## src/rtl/haar_rc_pkg.sv

```systemverilog
package haar_rc_pkg;

    localparam int COEF_W     = 16;
    localparam int ACC_W      = COEF_W + 2;
    localparam int GAIN_SHIFT = 2;
    localparam int TILE_N     = 16;
    localparam int QUADS      = 4;
    localparam int IDX_W      = $clog2(TILE_N);

    localparam int BAND_HH = 0;
    localparam int BAND_HL = 1;
    localparam int BAND_LH = 2;
    localparam int BAND_LL = 3;

    typedef logic [COEF_W-1:0]       smword_t;
    typedef logic signed [ACC_W-1:0] acc_t;

    typedef enum logic [1:0] {
        PH_LOAD,
        PH_COLS,
        PH_ROWS,
        PH_EMIT
    } phase_e;

    typedef struct packed {
        acc_t ll;
        acc_t lh;
        acc_t hl;
        acc_t hh;
    } quad_coef_t;

    typedef struct packed {
        acc_t p00;
        acc_t p01;
        acc_t p10;
        acc_t p11;
    } quad_smp_t;

    function automatic acc_t sm_to_acc(smword_t w);
        acc_t mag;
        mag = acc_t'({{(ACC_W-COEF_W+1){1'b0}}, w[COEF_W-2:0]});
        return w[COEF_W-1] ? -mag : mag;
    endfunction

    function automatic smword_t acc_to_sm(acc_t v);
        acc_t mag;
        mag = v[ACC_W-1] ? -v : v;
        return {v[ACC_W-1], mag[COEF_W-2:0]};
    endfunction

endpackage

```

## src/rtl/haar_rc_bfly.sv

```systemverilog
module haar_rc_bfly
    import haar_rc_pkg::*;
(
    input  acc_t lo,
    input  acc_t hi,
    output acc_t sum,
    output acc_t dif
);
    assign sum = lo + hi;
    assign dif = lo - hi;
endmodule

```

## src/rtl/haar_rc_ctrl.sv

```systemverilog
module haar_rc_ctrl
    import haar_rc_pkg::*;
#(
    parameter int NWORDS = TILE_N,
    parameter int CNT_W  = 5
) (
    input  logic             clk,
    input  logic             rst,
    input  logic             in_valid,
    output logic             ld_ready,
    output logic             wr_en,
    output logic [IDX_W-1:0] wr_idx,
    output logic             lat_cols,
    output logic             lat_rows,
    output logic             emit,
    output logic [IDX_W-1:0] emit_idx,
    output logic             last
);
    localparam logic [CNT_W-1:0] CNT_END = CNT_W'(NWORDS - 1);

    phase_e           phase;
    logic [CNT_W-1:0] cnt;

    always_ff @(posedge clk) begin
        if (rst) begin
            phase <= PH_LOAD;
            cnt   <= '0;
        end else begin
            unique case (phase)
                PH_LOAD: if (in_valid) begin
                    if (cnt == CNT_END) begin
                        phase <= PH_COLS;
                        cnt   <= '0;
                    end else begin
                        cnt <= cnt + 1'b1;
                    end
                end
                PH_COLS: phase <= PH_ROWS;
                PH_ROWS: begin
                    phase <= PH_EMIT;
                    cnt   <= '0;
                end
                PH_EMIT: begin
                    if (cnt == CNT_END) begin
                        phase <= PH_LOAD;
                        cnt   <= '0;
                    end else begin
                        cnt <= cnt + 1'b1;
                    end
                end
                default: phase <= PH_LOAD;
            endcase
        end
    end

    assign ld_ready = (phase == PH_LOAD);
    assign wr_en    = ld_ready && in_valid;
    assign wr_idx   = cnt[IDX_W-1:0];
    assign lat_cols = (phase == PH_COLS);
    assign lat_rows = (phase == PH_ROWS);
    assign emit     = (phase == PH_EMIT);
    assign emit_idx = cnt[IDX_W-1:0];
    assign last     = emit && (cnt == CNT_END);

    // once started, a burst continues until its last sample
    assert_burst_contig_R5: assert property (@(posedge clk) disable iff (rst)
        (emit && !last) |=> emit);

    // load phase resumes right after the last sample
    assert_reload_after_last_R8: assert property (@(posedge clk) disable iff (rst)
        last |=> (ld_ready && !emit));

    // emission starts only after the row stage latched
    assert_emit_after_rows_R6: assert property (@(posedge clk) disable iff (rst)
        $rose(emit) |-> $past(lat_rows));

endmodule

```

## src/rtl/haar_rc_quad.sv

```systemverilog
module haar_rc_quad
    import haar_rc_pkg::*;
(
    input  logic       clk,
    input  logic       rst,
    input  logic       lat_cols,
    input  logic       lat_rows,
    input  quad_coef_t cf,
    output quad_smp_t  smp
);
    acc_t sl_d, dl_d, sh_d, dh_d;
    acc_t sl_q, dl_q, sh_q, dh_q;
    acc_t a_d, b_d, c_d, d_d;

    // column step: undo the vertical split
    haar_rc_bfly u_col_l (.lo(cf.ll), .hi(cf.hl), .sum(sl_d), .dif(dl_d));
    haar_rc_bfly u_col_h (.lo(cf.lh), .hi(cf.hh), .sum(sh_d), .dif(dh_d));

    always_ff @(posedge clk) begin
        if (rst) begin
            sl_q <= '0;
            dl_q <= '0;
            sh_q <= '0;
            dh_q <= '0;
        end else if (lat_cols) begin
            sl_q <= sl_d;
            dl_q <= dl_d;
            sh_q <= sh_d;
            dh_q <= dh_d;
        end
    end

    // row step: undo the horizontal split
    haar_rc_bfly u_row_t (.lo(sl_q), .hi(sh_q), .sum(a_d), .dif(b_d));
    haar_rc_bfly u_row_b (.lo(dl_q), .hi(dh_q), .sum(c_d), .dif(d_d));

    always_ff @(posedge clk) begin
        if (rst) begin
            smp <= '0;
        end else if (lat_rows) begin
            smp.p00 <= a_d;
            smp.p01 <= b_d;
            smp.p10 <= c_d;
            smp.p11 <= d_d;
        end
    end

    // row stage only ever follows the column stage
    assert_row_after_col_R6: assert property (@(posedge clk) disable iff (rst)
        lat_rows |-> $past(lat_cols));

endmodule

```

## src/rtl/haar_pkt_recon.sv

```systemverilog
module haar_pkt_recon
    import haar_rc_pkg::*;
(
    input  logic        clk,
    input  logic        rst,
    input  logic        in_valid,
    input  logic [15:0] in_coef,
    output logic        in_ready,
    output logic        out_valid,
    output logic [15:0] out_sample,
    output logic        out_last
);
    logic             wr_en, lat_cols, lat_rows, emit, last;
    logic [IDX_W-1:0] wr_idx, emit_idx;

    logic [TILE_N-1:0][COEF_W-1:0] store_q;
    quad_smp_t                     smp [QUADS];

    haar_rc_ctrl #(.NWORDS(TILE_N), .CNT_W(5)) u_ctrl (
        .clk      (clk),
        .rst      (rst),
        .in_valid (in_valid),
        .ld_ready (in_ready),
        .wr_en    (wr_en),
        .wr_idx   (wr_idx),
        .lat_cols (lat_cols),
        .lat_rows (lat_rows),
        .emit     (emit),
        .emit_idx (emit_idx),
        .last     (last)
    );

    always_ff @(posedge clk) begin
        if (rst) begin
            store_q <= '0;
        end else if (wr_en) begin
            store_q[wr_idx] <= in_coef;
        end
    end

    for (genvar q = 0; q < QUADS; q++) begin : g_quad
        quad_coef_t cf;
        always_comb begin
            cf.hh = sm_to_acc(store_q[BAND_HH*QUADS + q]);
            cf.hl = sm_to_acc(store_q[BAND_HL*QUADS + q]);
            cf.lh = sm_to_acc(store_q[BAND_LH*QUADS + q]);
            cf.ll = sm_to_acc(store_q[BAND_LL*QUADS + q]);
        end
        haar_rc_quad u_quad (
            .clk      (clk),
            .rst      (rst),
            .lat_cols (lat_cols),
            .lat_rows (lat_rows),
            .cf       (cf),
            .smp      (smp[q])
        );
    end

    // raster index -> quad {row[1], col[1]}, position {row[0], col[0]}
    logic [1:0] sel_q, sel_p;
    acc_t       sel_v, shifted;

    assign sel_q = {emit_idx[3], emit_idx[1]};
    assign sel_p = {emit_idx[2], emit_idx[0]};

    always_comb begin
        unique case (sel_p)
            2'd0:    sel_v = smp[sel_q].p00;
            2'd1:    sel_v = smp[sel_q].p01;
            2'd2:    sel_v = smp[sel_q].p10;
            default: sel_v = smp[sel_q].p11;
        endcase
    end

    assign shifted    = sel_v >>> GAIN_SHIFT;
    assign out_valid  = emit;
    assign out_last   = last;
    assign out_sample = emit ? acc_to_sm(shifted) : '0;

    // stored coefficients stay put outside the load phase
    assert_store_frozen_R8: assert property (@(posedge clk) disable iff (rst)
        !in_ready |=> $stable(store_q));

    // a valid sample is never negative zero
    assert_no_neg_zero_R9: assert property (@(posedge clk) disable iff (rst)
        out_valid |-> (out_sample != {1'b1, {(COEF_W-1){1'b0}}}));

    // the last marker only appears with a valid sample
    assert_last_in_burst_R7: assert property (@(posedge clk) disable iff (rst)
        out_last |-> out_valid);

endmodule

```

## config.mk

```make
export PLATFORM = sky130hd
export DESIGN_NAME = haar_pkt_recon
export DESIGN_NICKNAME = d
export VERILOG_FILES = /design/src/rtl/haar_rc_pkg.sv /design/src/rtl/haar_rc_bfly.sv /design/src/rtl/haar_rc_ctrl.sv /design/src/rtl/haar_rc_quad.sv /design/src/rtl/haar_pkt_recon.sv
export SDC_FILE = /design/constraint.sdc
export NUM_CORES = 2
export LEC_CHECK = 0
export BUFFER_PORTS_ARGS = -buffer_cell sky130_fd_sc_hd__buf_2
export CORE_ASPECT_RATIO = 1.25
export CORE_MARGIN = 2
export CORE_UTILIZATION = 30
export CTS_CLUSTER_DIAMETER = 100
export CTS_CLUSTER_SIZE = 12
export DETAILED_ROUTE_END_ITERATION = 10
export GPL_ROUTABILITY_DRIVEN = 0
export PLACE_DENSITY = 0.42
export SLEW_MARGIN = 30
export SYNTH_ARGS = -nofsm -noshare
export SYNTH_HDL_FRONTEND = slang
export SYNTH_SLANG_ARGS = --single-unit
export TNS_END_PERCENT = 100
```

## constraint.sdc

```tcl
create_clock -name clk -period 3.65 [get_ports clk]
set_input_delay 0.5475 -clock clk [delete_from_list [all_inputs] [get_ports clk]]
set_output_delay 0.5475 -clock clk [all_outputs]
set_load 0.02 [all_outputs]
```

; Word-level counts from Yosys, hierarchy flattened
; Cells that the tools add are included.
[word_totals]
ff_bits = 839
in_bits = 19
output_inout_bits = 19
word_cells = 153
[classes]
addsub = 50
order_cmp = 3
n_eq_ne = 9
muxes = 32
bitwise_logic = 1
reduce_logical = 8
[op_table]
columns = operator, n
row1 = 18-bit adder, 16
row2 = 18-bit two-way mux, 16
row3 = 15-bit negator with 18-bit output, 16
row4 = 18-bit subtractor, 16
row5 = 256-bit bitwise mux, 1
row6 = 72-bit binary-select mux with 2-bit select, 1
row7 = 72-bit two-way mux, 2
row8 = 16-bit demux with 4-bit select, 1
row9 = 18-bit case mux with 3 select lines, 1
row10 = 16-bit two-way mux, 2
row11 = 15-bit two-way mux, 1
row12 = 15-bit negator, 1
row13 = 5-bit case mux with 3 select lines, 1
row14 = 5-bit two-way mux, 2
row15 = 2-bit case mux with 4 select lines, 1
row16 = "2-bit == test, second input constant", 3
row17 = 2-bit two-way mux, 3
row18 = "5-bit by 1-bit adder with 5-bit output, second input constant", 1
row19 = "5-bit by 4-bit == test with 1-bit output, second input constant", 1
row20 = "4-bit by 5-bit less-than comparator with 1-bit output, second input constant", 1
row21 = "2-bit by 1-bit == test with 1-bit output, second input constant", 2
row22 = "4-bit by 1-bit >= comparator with 1-bit output, second input constant", 1
row23 = 2-bit zero test, 2
row24 = "2-bit != test, second input constant", 2
row25 = other kinds (7), 9

; Logic depth before layout (Yosys ltp)
[depth]
depth_word = 8
mapped_depth = 18
ltp_nobuf = 17

; Hierarchy
; A second synthesis with hierarchy kept.
[hier_totals]
hier_cells = 8299
area_unflattened_um2 = 68575.8
[modules_own_cells]
columns = module, n_inst, cells_each, area_each_um2, seq_area_each_um2
row1 = haar_rc_quad, 4, 464, 5171.2, 2882.8
row2 = haar_pkt_recon, 1, 2158, 16524.6, 5124.9
row3 = haar_rc_bfly at g_quad[0].u_quad.u_col_h ..., 8, 271, 1975.6, 0.0
row4 = haar_rc_bfly at g_quad[2].u_quad.u_col_l ..., 6, 257, 1880.6, 0.0
row5 = haar_rc_bfly at g_quad[2].u_quad.u_col_h, 1, 263, 1926.8, 0.0
row6 = haar_rc_bfly at g_quad[3].u_quad.u_row_t, 1, 257, 1878.1, 0.0
row7 = haar_rc_ctrl, 1, 55, 473.0, 140.1

; Worst setup path after synthesis
; OpenSTA, ideal clock, no wires.
[synth_path]
path_kind = register to register
startpoint = reg store_q[192] in the netlist's numbering
endpoint = reg g_quad[0].u_quad.dl_q[17]
setup_time_ns = 0.132
arrival_time_ns = 3.724
t_required_ns = 3.518
path_slack_ns = -0.206
stages_incl_launch_ff = 17
path_buffers = 1
synth_period_minus_slack_ns = 3.856
path_cell_list = dfxtp_1 or2_2 or4_1 or2_2 o21ai_0 xnor2_1 ha_1 clkbuf_1 inv_1 a21oi_1 o31ai_1 a221oi_1 nor2_1 o22a_1 a311oi_1 mux2i_1 o21ai_0
[synth_between]
elab_chain_len = 3
[synth_rtl]
columns = element, line_no
row1 = from (decl), haar_pkt_recon.sv:16  ; logic [TILE_N-1:0][COEF_W-1:0] store_q;
row2 = "from (signal, indexed assignment)", haar_pkt_recon.sv:37  ; store_q[wr_idx] <= in_coef;
row3 = 15-bit negator with 18-bit output, haar_rc_pkg.sv:42  ; return w[COEF_W-1] ? -mag : mag;
row4 = 18-bit two-way mux *, haar_rc_pkg.sv:42
row5 = 18-bit subtractor *, haar_rc_bfly.sv:10  ; assign dif = lo - hi;
row6 = to (signal assigned), haar_rc_quad.sv:27  ; dl_q <= dl_d;
row7 = to (decl), haar_rc_quad.sv:12  ; acc_t sl_q, dl_q, sh_q, dh_q;
; Mark *: on every way between the ends. The rest lies on a longest branch, timed or not.
; A chain may end at the register's enable or synchronous reset.

; Final worst setup path
[layout_path]
startpoint = reg u_ctrl.cnt[1]
endpoint = out out_sample[11]
[layout_between]
elab_chain_len = 8
[layout_rtl]
columns = element, line_no
row1 = from (decl), haar_rc_ctrl.sv:22  ; logic [CNT_W-1:0] cnt;
row2 = from (signal assigned), haar_rc_ctrl.sv:35  ; cnt <= cnt + 1'b1;
row3 = from (signal assigned), haar_rc_ctrl.sv:48  ; cnt <= cnt + 1'b1;
row4 = 2-bit NOT with 3-bit output (implied by the code) *, --
row5 = 72-bit binary-select mux with 2-bit select *, --
row6 = 72-bit two-way mux (implied by the code) * (2 in series), haar_pkt_recon.sv:71  ; default: sel_v = smp[sel_q].p11;
row7 = 18-bit case mux with 3 select lines *, haar_pkt_recon.sv:67  ; unique case (sel_p)
row8 = 15-bit negator, haar_rc_pkg.sv:47  ; mag = v[ACC_W-1] ? -v : v;
row9 = 15-bit two-way mux *, haar_rc_pkg.sv:47
row10 = 16-bit two-way mux *, haar_pkt_recon.sv:78  ; assign out_sample = emit ? acc_to_sm(shifted) : '0;
row11 = to (decl), haar_pkt_recon.sv:10  ; output logic [15:0] out_sample,
; Mark *: on every way between the ends. The rest lies on a longest branch, timed or not. The select of a mux whose other input is x is not followed.

==> results_dict.tcl <==
set metrics [dict create \
    antenna_found_initial 8 \
    ys_ff_latch 799 \
    layout_setup_ws_ns -0.5164 \
    status "finished with violations" \
    r2r_start "store_q[241]$_SDFFE_PP0P_" \
    whs_endpoint "g_quad[3].u_quad.smp[14]$_SDFFE_PP0P_" \
    ff2ff_path_depth 18 \
    clockRootBuffer "clkbuf_16" \
    crit_top_cell "buf_8" \
    coreArea_um2 187700 \
    track_usage_pct 21.72 \
    leakagePower_uw 0.02630 \
    fmax_ghz 0.2400 \
    yosysTopAreaCellShare_pct 28.29 \
    grt_pass1_wl_mm 313.5 \
    drc 0 \
    crit_required_ns 3.10 \
    cts_buffers 77 \
    route.met2.wl_mm 102.1 \
    yosysSeqAreaShare_pct 28.29 \
    holdPathStages 2 \
    syn_to_final_growth_pct 20.31 \
    synth_edf_count 0 \
    dr.pass1.iters 5 \
    gr-total-overflow 0 \
    ys_async_sr_fraction_pct 0 \
    p_per_area_nw_per_um2 267.3 \
    synth_area_leader_cell "dfxtp_1" \
    syn_inst 7119 \
    worst_hold_startpoint "rst" \
    first_global_vias 48030 \
    rows 178 \
    cts_tree "built" \
    finClkSkew_ns 0.03175 \
    multi_input_area_um2 39460 \
    timing.setup.tns_ns -4.130 \
    crit_chain "buf_12 > buf_8 > buf_8 > mux2i_2 > o22ai_2 > nor4b_4 > buf_4 > inv_2 > or3_4 > o41ai_4 > xor2_1 > and2_1 > buf_6" \
    syn_area_um2 56550 \
    htree_levels 3 \
    end_kind "output port" \
    drt_wl_total_mm 213.2 \
    synth.area.top_cells "dfxtp_1 (28%), ha_1 (12%), xnor2_1 (8.6%)" \
    startpoint "u_ctrl.cnt[1]$_SDFFE_PP0P_" \
    yosysWarnings 0 \
    rsz0062_at_grt "true" \
    start_util_pct 30.12 \
    setup_viol 18 \
    finalHoldViolCount 0 \
    ys.flop_type "dfxtp_1" \
    path_class "reg2out" \
    ios 38 \
    io_buffers 37 \
    drtAntennaViolNets 0 \
    drive_gt1_share_pct 16.82 \
    critPathMaxStageDelay_ns 0.44 \
    max_slew.worst_pin.slew_ns 1.019 \
    hpwl_mm 162.7 \
    synth.distinct_cells 96 \
    r2r-end "g_quad[3].u_quad.dl_q[15]$_SDFFE_PP0N_" \
    wl_per_cell_um 21.37 \
    dr_total_vias 49980 \
    cp.arrival_ns 3.62 \
    hp-class "in2reg" \
    worstSkewPairLatency_ns 0.73 \
    regArea_um2 16030 \
    nets 8032 \
    path_clk_slew_ns 0.07 \
    wl_met1_mm 96.11 \
    route.top_layer_used "met5" \
    ctsHoldBuffers 0 \
    final_core_util_pct 36.23 \
    clockBufferDepth 3 \
    syn-num-nets 7707 \
    drt_iter0_markers 3298 \
    cp_max_fo 8 \
    fillers 19610 \
    maxCapViolations 0 \
    cpMaxStageDelayCell "nor4b_4" \
    finalPower_uw 18180 \
    die_x_um 392.3 \
    ir_worst_vdd_mv 0.3137 \
    maxSlewHeadroom_pct 32.09 \
    violations "negative setup slack" \
    die_y_um 489.4 \
    clock_sinks 799 \
    vias_per_cell 5.008 \
    reg2reg_slack_ns -0.03 \
    cp-start-kind "register" \
    finalCritPeriodShare_pct 114.1 \
    drv_slew 0 \
    fin_crit_ns 4.166 \
    wl_met3_mm 7.578 \
    syn_avg_cell_area_um2 7.943 \
    grt_max_degree 190 \
    die-area_um2 192000 \
]
==> final cells by class <==
cell class	instances	share of cell area (%)
multi-input cells	5412	58.01
well taps	2520	4.635
clock buffers	83	2.943
diodes	4	0.01471
clock inverters	7	0.08828
inverters	484	2.674
flip-flops and latches	799	23.56
repair buffers	670	8.074
==> registers in the layout (all words and copies together), names as in the netlist <==
signal / count
store_q: 256
g_quad.u_quad.dh_q: 71
g_quad.u_quad.sh_q: 69
u_ctrl.phase: 2
u_ctrl.cnt: 5
g_quad.u_quad.dl_q: 72
g_quad.u_quad.smp: 256
g_quad.u_quad.sl_q: 68
==> metal layers <==
| metal | GRT usage (%) | up-vias |
|---|---|---|
| li1 | - | 24920 |
| met1 | 28.35 | 23970 |
| met2 | 37.21 | 843 |
| met3 | 1.921 | 243 |
| met4 | 7.614 | 2 |
| met5 | 0 | - |
==> cell usage after synthesis (100+ instances only) <==
library cell / n
inv_1: 481
clkbuf_1: 360
o21ai_0: 297
ha_1: 553
xor2_1: 124
nor2_1: 792
a21oi_1: 581
nand2_1: 836
xnor2_1: 554
a211oi_1: 248
or3_1: 100
mux2i_1: 207
dfxtp_1: 799
==> cells in the final DEF (no fill, tap or decap), types with 31 or more instances in the layout <==
| cell type | Yosys | routed |
|---|---|---|
| mux2i_1 | 207 | 201 |
| o21bai_1 | 78 | 75 |
| a211oi_1 | 248 | 232 |
| o21a_1 | 35 | 33 |
| clkbuf_16 | 0 | 80 |
| xnor2_1 | 554 | 525 |
| mux4_2 | 42 | 43 |
| nor3_1 | 81 | 70 |
| nor2_1 | 792 | 770 |
| dfxtp_1 | 799 | 781 |
| nand2b_1 | 91 | 84 |
| a21oi_2 | 1 | 39 |
| o21ai_0 | 297 | 241 |
| inv_1 | 481 | 463 |
| nand2_1 | 836 | 817 |
| nor2b_1 | 64 | 59 |
| or3_1 | 100 | 87 |
| o21ai_1 | 7 | 49 |
| nand3_1 | 60 | 57 |
| buf_4 | 6 | 596 |
| buf_6 | 4 | 36 |
| a21o_1 | 45 | 44 |
| ha_1 | 553 | 517 |
| a21oi_1 | 581 | 537 |
| a311oi_1 | 51 | 46 |
| xor2_1 | 124 | 114 |
| o31ai_1 | 51 | 31 |
| and2_1 | 45 | 40 |
| a31oi_1 | 40 | 33 |
==> what timing repair did <==
item                       in CTS  in global routing
cloned                          1                  1
buffers inserted               33                 54
setup endpoints to repair      65                102
pin swaps                      84                209
resized for setup             186                403
==> critical path: cells and delay by family (launching register included) <==
kind	cells	cell delay, ns
and+or+nand+nor	3	0.95
buffers and inverters	6	0.77
DFF	1	0.40
AOI/OAI and AO/OA	2	0.36
muxes	1	0.25
xor gates and xnor gates	1	0.16
==> cells by family after synthesis <==
| family | count (synthesis) | synth area share, % |
|---|---|---|
| xor gates and xnor gates | 679 | 10.53 |
| muxes | 262 | 5.702 |
| adders and majority gates | 569 | 12.80 |
| DFF | 799 | 28.29 |
| AOI/OAI and AO/OA | 1676 | 19.08 |
| buffers and inverters | 908 | 6.218 |
| and+or+nand+nor | 2226 | 17.38 |
==> stage by stage <==
stage	setup WS (ns)	cell area (µm²)	cells	hold slack, ns
after global routing	-0.5985	68020	9976	0.1735
final	-0.5164	68030	9979	0.1984
after detailed placement	-0.3003	62670	9803	0.4463
after CTS	-0.4855	65810	9926	0.1530
after floorplan	-0.008442	56580	7119	0.4166
after global placement	-0.2607	62580	9801	0.4338
==> power breakdown <==
part | internal [µW] | switching (µW)
combinational | 706 | 1040
clock | 3870 | 3790
sequential | 8740 | 32.4
total | 13300 | 4870
==> worst max path at each step <==
stage | end | slack [ns]
finish | out_sample[11] | -0.52
global route | out_sample[11] | -0.60
CTS | out_sample[11] | -0.49
detailed placement | g_quad[0].u_quad.dl_q[16]$_SDFFE_PP0N_ | -0.30
global placement | g_quad[0].u_quad.dl_q[16]$_SDFFE_PP0N_ | -0.26
floorplan | g_quad[0].u_quad.dl_q[17]$_SDFFE_PP0N_ | -0.008
(Power assumes the default switching activity.)
